===== src/rtl/ext_branch_unit.sv =====
module ext_branch_unit #(
  parameter int EXT_W = 8,
  parameter int NIB_W = 4,
  parameter int SP_W  = 8,
  parameter int CLS_W = 4
) (
  input  logic                 clk,
  input  logic                 rst_n,
  input  logic                 op_valid,
  input  logic [CLS_W-1:0]     op_class,
  input  logic [EXT_W-1:0]     imm8,
  input  logic [2*EXT_W-1:0]   pc,
  input  logic                 flag_c,
  input  logic                 flag_z,
  input  logic [SP_W-1:0]      sp1,
  output logic [2*EXT_W-1:0]   next_pc,
  output logic                 pc_load,
  output logic [2*EXT_W-1:0]   reg_x,
  output logic [2*EXT_W-1:0]   reg_y,
  output logic                 flag_we,
  output logic                 new_c,
  output logic                 new_z,
  output logic                 push_we,
  output logic [SP_W+$clog2(2*EXT_W/NIB_W)-1:0] push_addr,
  output logic [NIB_W-1:0]     push_data,
  output logic                 sp1_dec,
  output logic                 busy,
  output logic                 irq_hold
);
  localparam int OPND_W = 2 * EXT_W;
  localparam int NIBS   = OPND_W / NIB_W;
  localparam int CNT_W  = $clog2(NIBS);

  localparam logic [CLS_W-1:0] C_PFX  = CLS_W'(1);
  localparam logic [CLS_W-1:0] C_JR   = CLS_W'(2);
  localparam logic [CLS_W-1:0] C_JRC  = CLS_W'(3);
  localparam logic [CLS_W-1:0] C_JRNC = CLS_W'(4);
  localparam logic [CLS_W-1:0] C_JRZ  = CLS_W'(5);
  localparam logic [CLS_W-1:0] C_JRNZ = CLS_W'(6);
  localparam logic [CLS_W-1:0] C_CALL = CLS_W'(7);
  localparam logic [CLS_W-1:0] C_LDX  = CLS_W'(8);
  localparam logic [CLS_W-1:0] C_LDY  = CLS_W'(9);
  localparam logic [CLS_W-1:0] C_ADDX = CLS_W'(10);
  localparam logic [CLS_W-1:0] C_ADDY = CLS_W'(11);
  localparam logic [CLS_W-1:0] C_CMPX = CLS_W'(12);
  localparam logic [CLS_W-1:0] C_CMPY = CLS_W'(13);

  logic              pend_q;
  logic [EXT_W-1:0]  ext_q;
  logic [OPND_W-1:0] x_q, y_q, ret_q;
  logic [SP_W-1:0]   base_q;
  logic [CNT_W-1:0]  cnt_q;
  logic              busy_q;

  logic accept, is_pfx, is_br, is_call, is_ld, is_add, is_cmp, sext, cond, sel_y;
  logic [OPND_W-1:0] operand, pc_inc, target, src, sum;
  logic [OPND_W:0]   diff;

  assign accept  = op_valid & ~busy_q;
  assign is_pfx  = op_class == C_PFX;
  assign is_br   = op_class >= C_JR && op_class <= C_JRNZ;
  assign is_call = op_class == C_CALL;
  assign is_ld   = op_class == C_LDX  || op_class == C_LDY;
  assign is_add  = op_class == C_ADDX || op_class == C_ADDY;
  assign is_cmp  = op_class == C_CMPX || op_class == C_CMPY;
  assign sext    = is_br | is_call | is_add;
  assign sel_y   = op_class[0];

  assign operand = pend_q ? {ext_q, imm8}
                 : sext   ? {{EXT_W{imm8[EXT_W-1]}}, imm8}
                          : {{EXT_W{1'b0}}, imm8};

  always_comb begin
    case (op_class)
      C_JRC:   cond = flag_c;
      C_JRNC:  cond = ~flag_c;
      C_JRZ:   cond = flag_z;
      C_JRNZ:  cond = ~flag_z;
      default: cond = 1'b1;
    endcase
  end

  assign pc_inc  = pc + OPND_W'(1);
  assign target  = pc_inc + operand;
  assign pc_load = accept & (is_call | (is_br & cond));
  assign next_pc = pc_load ? target : pc_inc;

  assign src     = sel_y ? y_q : x_q;
  assign sum     = src + operand;
  assign diff    = {1'b0, src} - {1'b0, operand};
  assign flag_we = accept & is_cmp;
  assign new_c   = diff[OPND_W];
  assign new_z   = diff[OPND_W-1:0] == '0;

  assign sp1_dec   = accept & is_call;
  assign push_we   = busy_q;
  assign push_addr = {base_q, cnt_q};
  assign push_data = NIB_W'(ret_q >> (cnt_q * NIB_W));
  assign busy      = busy_q;
  assign irq_hold  = pend_q;
  assign reg_x     = x_q;
  assign reg_y     = y_q;

  always_ff @(posedge clk or negedge rst_n) begin
    if (!rst_n) begin
      pend_q <= 1'b0;
      ext_q  <= '0;
    end else if (accept) begin
      pend_q <= is_pfx;
      if (is_pfx) ext_q <= imm8;
    end
  end

  always_ff @(posedge clk or negedge rst_n) begin
    if (!rst_n) begin
      x_q <= '0;
      y_q <= '0;
    end else if (accept && (is_ld || is_add)) begin
      if (sel_y) y_q <= is_ld ? operand : sum;
      else       x_q <= is_ld ? operand : sum;
    end
  end

  always_ff @(posedge clk or negedge rst_n) begin
    if (!rst_n) begin
      busy_q <= 1'b0;
      cnt_q  <= '0;
      base_q <= '0;
      ret_q  <= '0;
    end else if (busy_q) begin
      cnt_q <= cnt_q + 1'b1;
      if (cnt_q == CNT_W'(NIBS - 1)) busy_q <= 1'b0;
    end else if (accept && is_call) begin
      busy_q <= 1'b1;
      cnt_q  <= '0;
      base_q <= sp1 - 1'b1;
      ret_q  <= pc_inc;
    end
  end


  pfx_sets_hold_chk: assert property (@(posedge clk) disable iff (!rst_n)
    (op_valid && !busy && op_class == C_PFX) |=> irq_hold);


  hold_clears_chk: assert property (@(posedge clk) disable iff (!rst_n)
    (op_valid && !busy && op_class != C_PFX) |=> !irq_hold);


  push_start_chk: assert property (@(posedge clk) disable iff (!rst_n)
    sp1_dec |=> (push_we && push_addr == {SP_W'($past(sp1) - 1'b1), CNT_W'(0)}));


  push_step_chk: assert property (@(posedge clk) disable iff (!rst_n)
    (push_we && $past(push_we)) |-> (push_addr == $past(push_addr) + 1'b1));


  cmp_keeps_regs_chk: assert property (@(posedge clk) disable iff (!rst_n)
    flag_we |=> ($stable(reg_x) && $stable(reg_y)));


  busy_no_branch_chk: assert property (@(posedge clk) disable iff (!rst_n)
    busy |-> (!pc_load && !flag_we && !sp1_dec));
endmodule


===== config.mk =====
export PLATFORM = sky130hd
export DESIGN_NAME = ext_branch_unit
export DESIGN_NICKNAME = d
export VERILOG_FILES = /design/src/rtl/ext_branch_unit.sv
export SDC_FILE = /design/constraint.sdc
export NUM_CORES = 1
export LEC_CHECK = 0
export BUFFER_PORTS_ARGS = -buffer_cell sky130_fd_sc_hd__buf_2
export CELL_PAD_IN_SITES_DETAIL_PLACEMENT = 0
export CELL_PAD_IN_SITES_GLOBAL_PLACEMENT = 1
export CORE_MARGIN = 5
export CORE_UTILIZATION = 40
export CTS_BUF_LIST = sky130_fd_sc_hd__clkbuf_16
export CTS_CLUSTER_DIAMETER = 150
export DETAILED_ROUTE_END_ITERATION = 8
export PLACE_DENSITY = 0.89
export RECOVER_POWER = 100
export SETUP_SLACK_MARGIN = 0.15
export SLEW_MARGIN = 20
export SYNTH_ARGS = -nofsm -noshare
export SYNTH_HDL_FRONTEND = slang
export SYNTH_SLANG_ARGS = --single-unit

===== constraint.sdc =====
create_clock -name clk -period 9.4 [get_ports clk]
set_clock_uncertainty 0.2 [all_clocks]
set_input_delay 0.94 -clock clk [delete_from_list [all_inputs] [get_ports clk]]
set_output_delay 0.94 -clock clk [all_outputs]
set_load 0.01 [all_outputs]

==> metrics.txt <==
# TYPE chip_impl_metric gauge
chip_impl_metric{name="clock_sinks",unit=""} 68
chip_impl_metric{name="place_hpwl",unit="um"} 13500
chip_impl_metric{name="yosys_warnings",unit=""} 0
chip_impl_metric{name="setup_ws",unit="ns"} 3.57
chip_impl_metric{name="setup_viol",unit=""} 0
chip_impl_info{name="main_combinational_cell_family_by_area_after_synthesis",value="simple AND/OR/NAND/NOR gates"} 1
chip_impl_metric{name="post_cts_sizing",unit=""} 0
chip_impl_metric{name="cts-buffers-inserted",unit=""} 9
chip_impl_metric{name="grt_start_max_net_pins",unit=""} 69
chip_impl_metric{name="routed-via-count",unit=""} 5496
chip_impl_metric{name="worst_vdd_drop",unit="mV"} 0.122
chip_impl_metric{name="antenna_violations_before_repair",unit=""} 0
chip_impl_metric{name="die_height",unit="um"} 132
chip_impl_metric{name="rows",unit=""} 44
chip_impl_metric{name="synthesis.instances",unit=""} 751
chip_impl_metric{name="synth-compound-area-share",unit="%"} 19.9
chip_impl_metric{name="worst-endpoint-required",unit="ns"} 8.26
chip_impl_metric{name="first_global_vias",unit=""} 5255
chip_impl_metric{name="portBuffers",unit=""} 110
chip_impl_metric{name="detail_route.iter0.violations",unit=""} 378
chip_impl_info{name="synth_top_cells_by_area",value="sky130_fd_sc_hd__dfrtp_1 29%, sky130_fd_sc_hd__ha_1 11%, sky130_fd_sc_hd__nand2_1 9.3%"} 1
chip_impl_metric{name="detail_route.vias_per_cell",unit=""} 5.34
chip_impl_metric{name="placedCellCount",unit=""} 1012
chip_impl_info{name="tritoncts",value="done"} 1
chip_impl_metric{name="arrival_time_at_the_worst_endpoint",unit="ns"} 4.69
chip_impl_metric{name="detail_route.first_pass.iterations",unit=""} 5
chip_impl_info{name="min-delay-path-class",value="register to register"} 1
chip_impl_metric{name="initial_utilization",unit="%"} 40.9
chip_impl_metric{name="slew_viol_final",unit=""} 113
chip_impl_metric{name="worst-r2r-setup-slack",unit="ns"} 5.69
chip_impl_metric{name="drtAntennaViolNets",unit=""} 0
chip_impl_metric{name="design.core.area",unit="sq um"} 14500
chip_impl_metric{name="synthesis.area",unit="sq um"} 5940
chip_impl_metric{name="clkSlewWorstSetupHoldPaths",unit="ns"} 0.05
chip_impl_metric{name="dpl_worst_slack",unit="ns"} 4.02
chip_impl_metric{name="crit_fanout",unit=""} 24
chip_impl_info{name="cp_top_delay_family",value="buffers and inverters"} 1
chip_impl_metric{name="achievable-frequency",unit="MHz"} 171
chip_impl_metric{name="chipWidth",unit="um"} 132
chip_impl_info{name="worst_setup_path_start_kind",value="primary input"} 1
chip_impl_metric{name="synth_simple_gate_area_share",unit="%"} 21.3
chip_impl_metric{name="setup_tns",unit="ns"} 0
chip_impl_metric{name="final_cells",unit=""} 1029
chip_impl_info{name="min_from",value="ret_q[5]"} 1
chip_impl_metric{name="post_route_cells_drive_above_1_share",unit="%"} 10.9
chip_impl_info{name="grt_setup_unrepaired",value="false"} 1
chip_impl_metric{name="timing.max_slew.rel_slack",unit="%"} -149
chip_impl_info{name="worstPathCellList",value="clkbuf_1, mux2_1, ha_1, inv_2, a21oi_1, a21boi_0, o21ai_0, o2111ai_1, nor4_1, nor4b_2, and3_1, buf_2"} 1
chip_impl_metric{name="grt.total_usage",unit="%"} 19.5
chip_impl_metric{name="synth_top_area_share",unit="%"} 28.6
chip_impl_metric{name="final_net_count",unit=""} 933
chip_impl_metric{name="fraction_of_the_yosys_area_taken_by_sequential_cells",unit="%"} 28.6
chip_impl_metric{name="tightestPinTransition",unit="ns"} 3.73
chip_impl_metric{name="drc_errors",unit=""} 0
chip_impl_metric{name="critical_path_s_largest_stage_delay",unit="ns"} 0.97
chip_impl_metric{name="final-hold-violation-count",unit=""} 0
chip_impl_info{name="timing_worst_setup_path_type",value="primary input to output pin"} 1
chip_impl_metric{name="timing.critical_path.buf_inv",unit=""} 3
chip_impl_metric{name="timing.final.crit_share",unit="%"} 62.1
chip_impl_info{name="crit-reg2reg-launch",value="irq_hold"} 1
chip_impl_metric{name="synth_mux_area_share",unit="%"} 5.60
chip_impl_metric{name="dieArea",unit="sq um"} 17400
chip_impl_info{name="violations",value="max-capacitance violations, max-slew violations"} 1
chip_impl_metric{name="timing.reg2reg.worst_path_depth",unit=""} 12
chip_impl_metric{name="mappedNetlistNets",unit=""} 845
chip_impl_info{name="post_synth_top_flop",value="sky130_fd_sc_hd__dfrtp_1"} 1
chip_impl_metric{name="post_cts.repair.setup_buffers",unit=""} 0
chip_impl_metric{name="drt_wl_total",unit="um"} 17100
chip_impl_metric{name="final.hold.worst_slack",unit="ns"} 0.270
chip_impl_metric{name="grt_pass1_wl",unit="um"} 27800
chip_impl_metric{name="p_leak",unit="nW"} 3.13
chip_impl_metric{name="flow.area_growth_from_synthesis",unit="%"} 13.7
chip_impl_metric{name="synth_cell_types",unit=""} 76
chip_impl_metric{name="grt-ovfl-total",unit=""} 0
chip_impl_metric{name="finalWorstPathRequiredPeriod",unit="ns"} 5.83
chip_impl_metric{name="globalplace.congestion",unit=""} 0.940
chip_impl_info{name="synthDominantAreaCellType",value="sky130_fd_sc_hd__dfrtp_1"} 1
chip_impl_info{name="ctsRootBufferMaster",value="sky130_fd_sc_hd__clkbuf_16"} 1
chip_impl_metric{name="seq_cells_post_synth",unit=""} 68
chip_impl_metric{name="cts.hold.buffers_added",unit=""} 0
chip_impl_metric{name="maxCapViolCount",unit=""} 2
chip_impl_metric{name="postSynthAreaPerCell",unit="sq um"} 7.91
chip_impl_metric{name="pwr_density_cell",unit="nW/um^2"} 299
chip_impl_metric{name="synthAdderAreaFrac",unit="%"} 11.5
chip_impl_metric{name="avgRoutedWirePerCell",unit="um"} 16.6
chip_impl_metric{name="htree_num_levels",unit=""} 3
chip_impl_info{name="r2r_end",value="reg_y[15]"} 1
chip_impl_info{name="hold_end",value="ret_q[5]"} 1
chip_impl_metric{name="yosys.area_share.xor_xnor",unit="%"} 7.52
chip_impl_metric{name="synth_edf_count",unit=""} 0
chip_impl_metric{name="share_of_async_settable_or_async_resettable_flops_after_synthesis",unit="%"} 100
chip_impl_metric{name="i_o_pin_cnt",unit=""} 111
chip_impl_info{name="worst_setup_end_kind",value="output pin"} 1
chip_impl_metric{name="whs_path_depth",unit=""} 2
chip_impl_metric{name="clock_latency",unit="ns"} 0.34
chip_impl_metric{name="final_core_util",unit="%"} 46.5
chip_impl_info{name="crit_path_top_delay_cell",value="sky130_fd_sc_hd__clkbuf_1"} 1
chip_impl_metric{name="clockBufferDepth",unit=""} 2
chip_impl_info{name="outcome",value="finished, violations left"} 1
## where the power goes
part | switching, mW | total [mW] | internal, mW
Clock | 0.133 | 0.337 | 0.204
Sequential | 0.106 | 0.522 | 0.416
Combinational | 0.705 | 1.16 | 0.457
Total | 0.945 | 2.02 | 1.08
## area by class of cell
type	instances	area (sq um)
sequential	68	1700
timing repair buffer	112	473
multi-input combinational	601	3880
antenna	1	2.50
inverter	47	176
fill	1533	7780
clock buffer	9	225
tap	184	230
clock inverter	7	66.3
## cells by family (layout without fill, tap and decap cells)
kind of cell | after synthesis | count (layout)
simple gates | 281 | 281
compound gates | 190 | 190
buf+inv | 82 | 175
flops | 68 | 68
fa+ha+maj | 53 | 53
xor+xnor | 51 | 51
mux | 26 | 26
other cells | 0 | 1
## synthesized netlist by cell type (3+ instances only)
library cell and n:
sky130_fd_sc_hd__a21o_1 6, sky130_fd_sc_hd__a21oi_1 48, sky130_fd_sc_hd__a31oi_1 7, sky130_fd_sc_hd__and3_1 6, sky130_fd_sc_hd__buf_2 8, sky130_fd_sc_hd__buf_4 3
sky130_fd_sc_hd__clkbuf_1 22, sky130_fd_sc_hd__dfrtp_1 68, sky130_fd_sc_hd__fa_1 3, sky130_fd_sc_hd__ha_1 50, sky130_fd_sc_hd__inv_1 41, sky130_fd_sc_hd__inv_2 5
sky130_fd_sc_hd__mux2_2 17, sky130_fd_sc_hd__mux2i_1 4, sky130_fd_sc_hd__mux4_2 4, sky130_fd_sc_hd__nand2_1 148, sky130_fd_sc_hd__nand2b_1 5, sky130_fd_sc_hd__nand3_1 13
sky130_fd_sc_hd__nand3b_1 4, sky130_fd_sc_hd__nand4_1 4, sky130_fd_sc_hd__nor2_1 52, sky130_fd_sc_hd__nor2b_1 7, sky130_fd_sc_hd__nor3_1 16, sky130_fd_sc_hd__nor4_1 5
sky130_fd_sc_hd__o2111ai_1 4, sky130_fd_sc_hd__o211ai_1 3, sky130_fd_sc_hd__o21a_1 4, sky130_fd_sc_hd__o21ai_0 60, sky130_fd_sc_hd__o21ai_1 20, sky130_fd_sc_hd__o21bai_1 6
sky130_fd_sc_hd__or2_2 4, sky130_fd_sc_hd__xnor2_1 30, sky130_fd_sc_hd__xor2_1 21
## registers in the layout (all words and copies together), names as in the netlist
signal,cells
reg_x,16
reg_y,16
ret_q,16
base_q,8
ext_q,8
cnt_q,2
busy,1
irq_hold,1
## per-layer routing
| metal | routed length (um) | GRT usage (%) |
|---|---|---|
| met5 | 0 | 0 |
| met3 | 1030 | 4.16 |
| met1 | 8270 | 27.8 |
| met2 | 7520 | 29.9 |
| met4 | 248 | 5.20 |
## stage by stage
step | total power [mW] | instance area, sq um
2_1_floorplan | 1.36 | 5940
3_3_place_gp | 1.71 | 6590
3_5_place_dp | 1.72 | 6590
4_1_cts | 2.07 | 6880
5_1_grt | 2.19 | 6750
6_report | 2.02 | 6760
## tightest hold or removal path, cell delays in order, from the launching register on
cell and delay (ns):
sky130_fd_sc_hd__dfrtp_1 0.34, sky130_fd_sc_hd__nand2_1 0.05, sky130_fd_sc_hd__nand2_1 0.05
## worst max path at each step
stage | from | endpoint | slack, ns | cells past startpoint
floorplan | op_class[0] | new_z | 4.46 | 13
global placement | op_class[1] | new_z | 4.03 | 16
detailed placement | op_class[1] | new_z | 4.02 | 16
CTS | op_class[1] | new_z | 3.98 | 16
global route | op_class[0] | new_z | 3.33 | 12
finish | op_class[0] | new_z | 3.57 | 12
## cell usage in the layout, fill, tap and decap left out, types with 7 or more instances in the layout
master                      netlist  final
sky130_fd_sc_hd__nand2_1        148    148
sky130_fd_sc_hd__clkbuf_1        22     70
sky130_fd_sc_hd__o21ai_0         60     68
sky130_fd_sc_hd__dfrtp_1         68     68
sky130_fd_sc_hd__nor2_1          52     52
sky130_fd_sc_hd__ha_1            50     50
sky130_fd_sc_hd__a21oi_1         48     48
sky130_fd_sc_hd__inv_1           41     42
sky130_fd_sc_hd__buf_2            8     42
sky130_fd_sc_hd__xnor2_1         30     30
sky130_fd_sc_hd__xor2_1          21     21
sky130_fd_sc_hd__nor3_1          16     17
sky130_fd_sc_hd__nand3_1         13     13
sky130_fd_sc_hd__mux2_2          17     13
sky130_fd_sc_hd__o21ai_1         20     12
sky130_fd_sc_hd__clkbuf_16        0      9
sky130_fd_sc_hd__a31oi_1          7      7
sky130_fd_sc_hd__nor2b_1          7      7
Power figures use the tool's default switching activity.
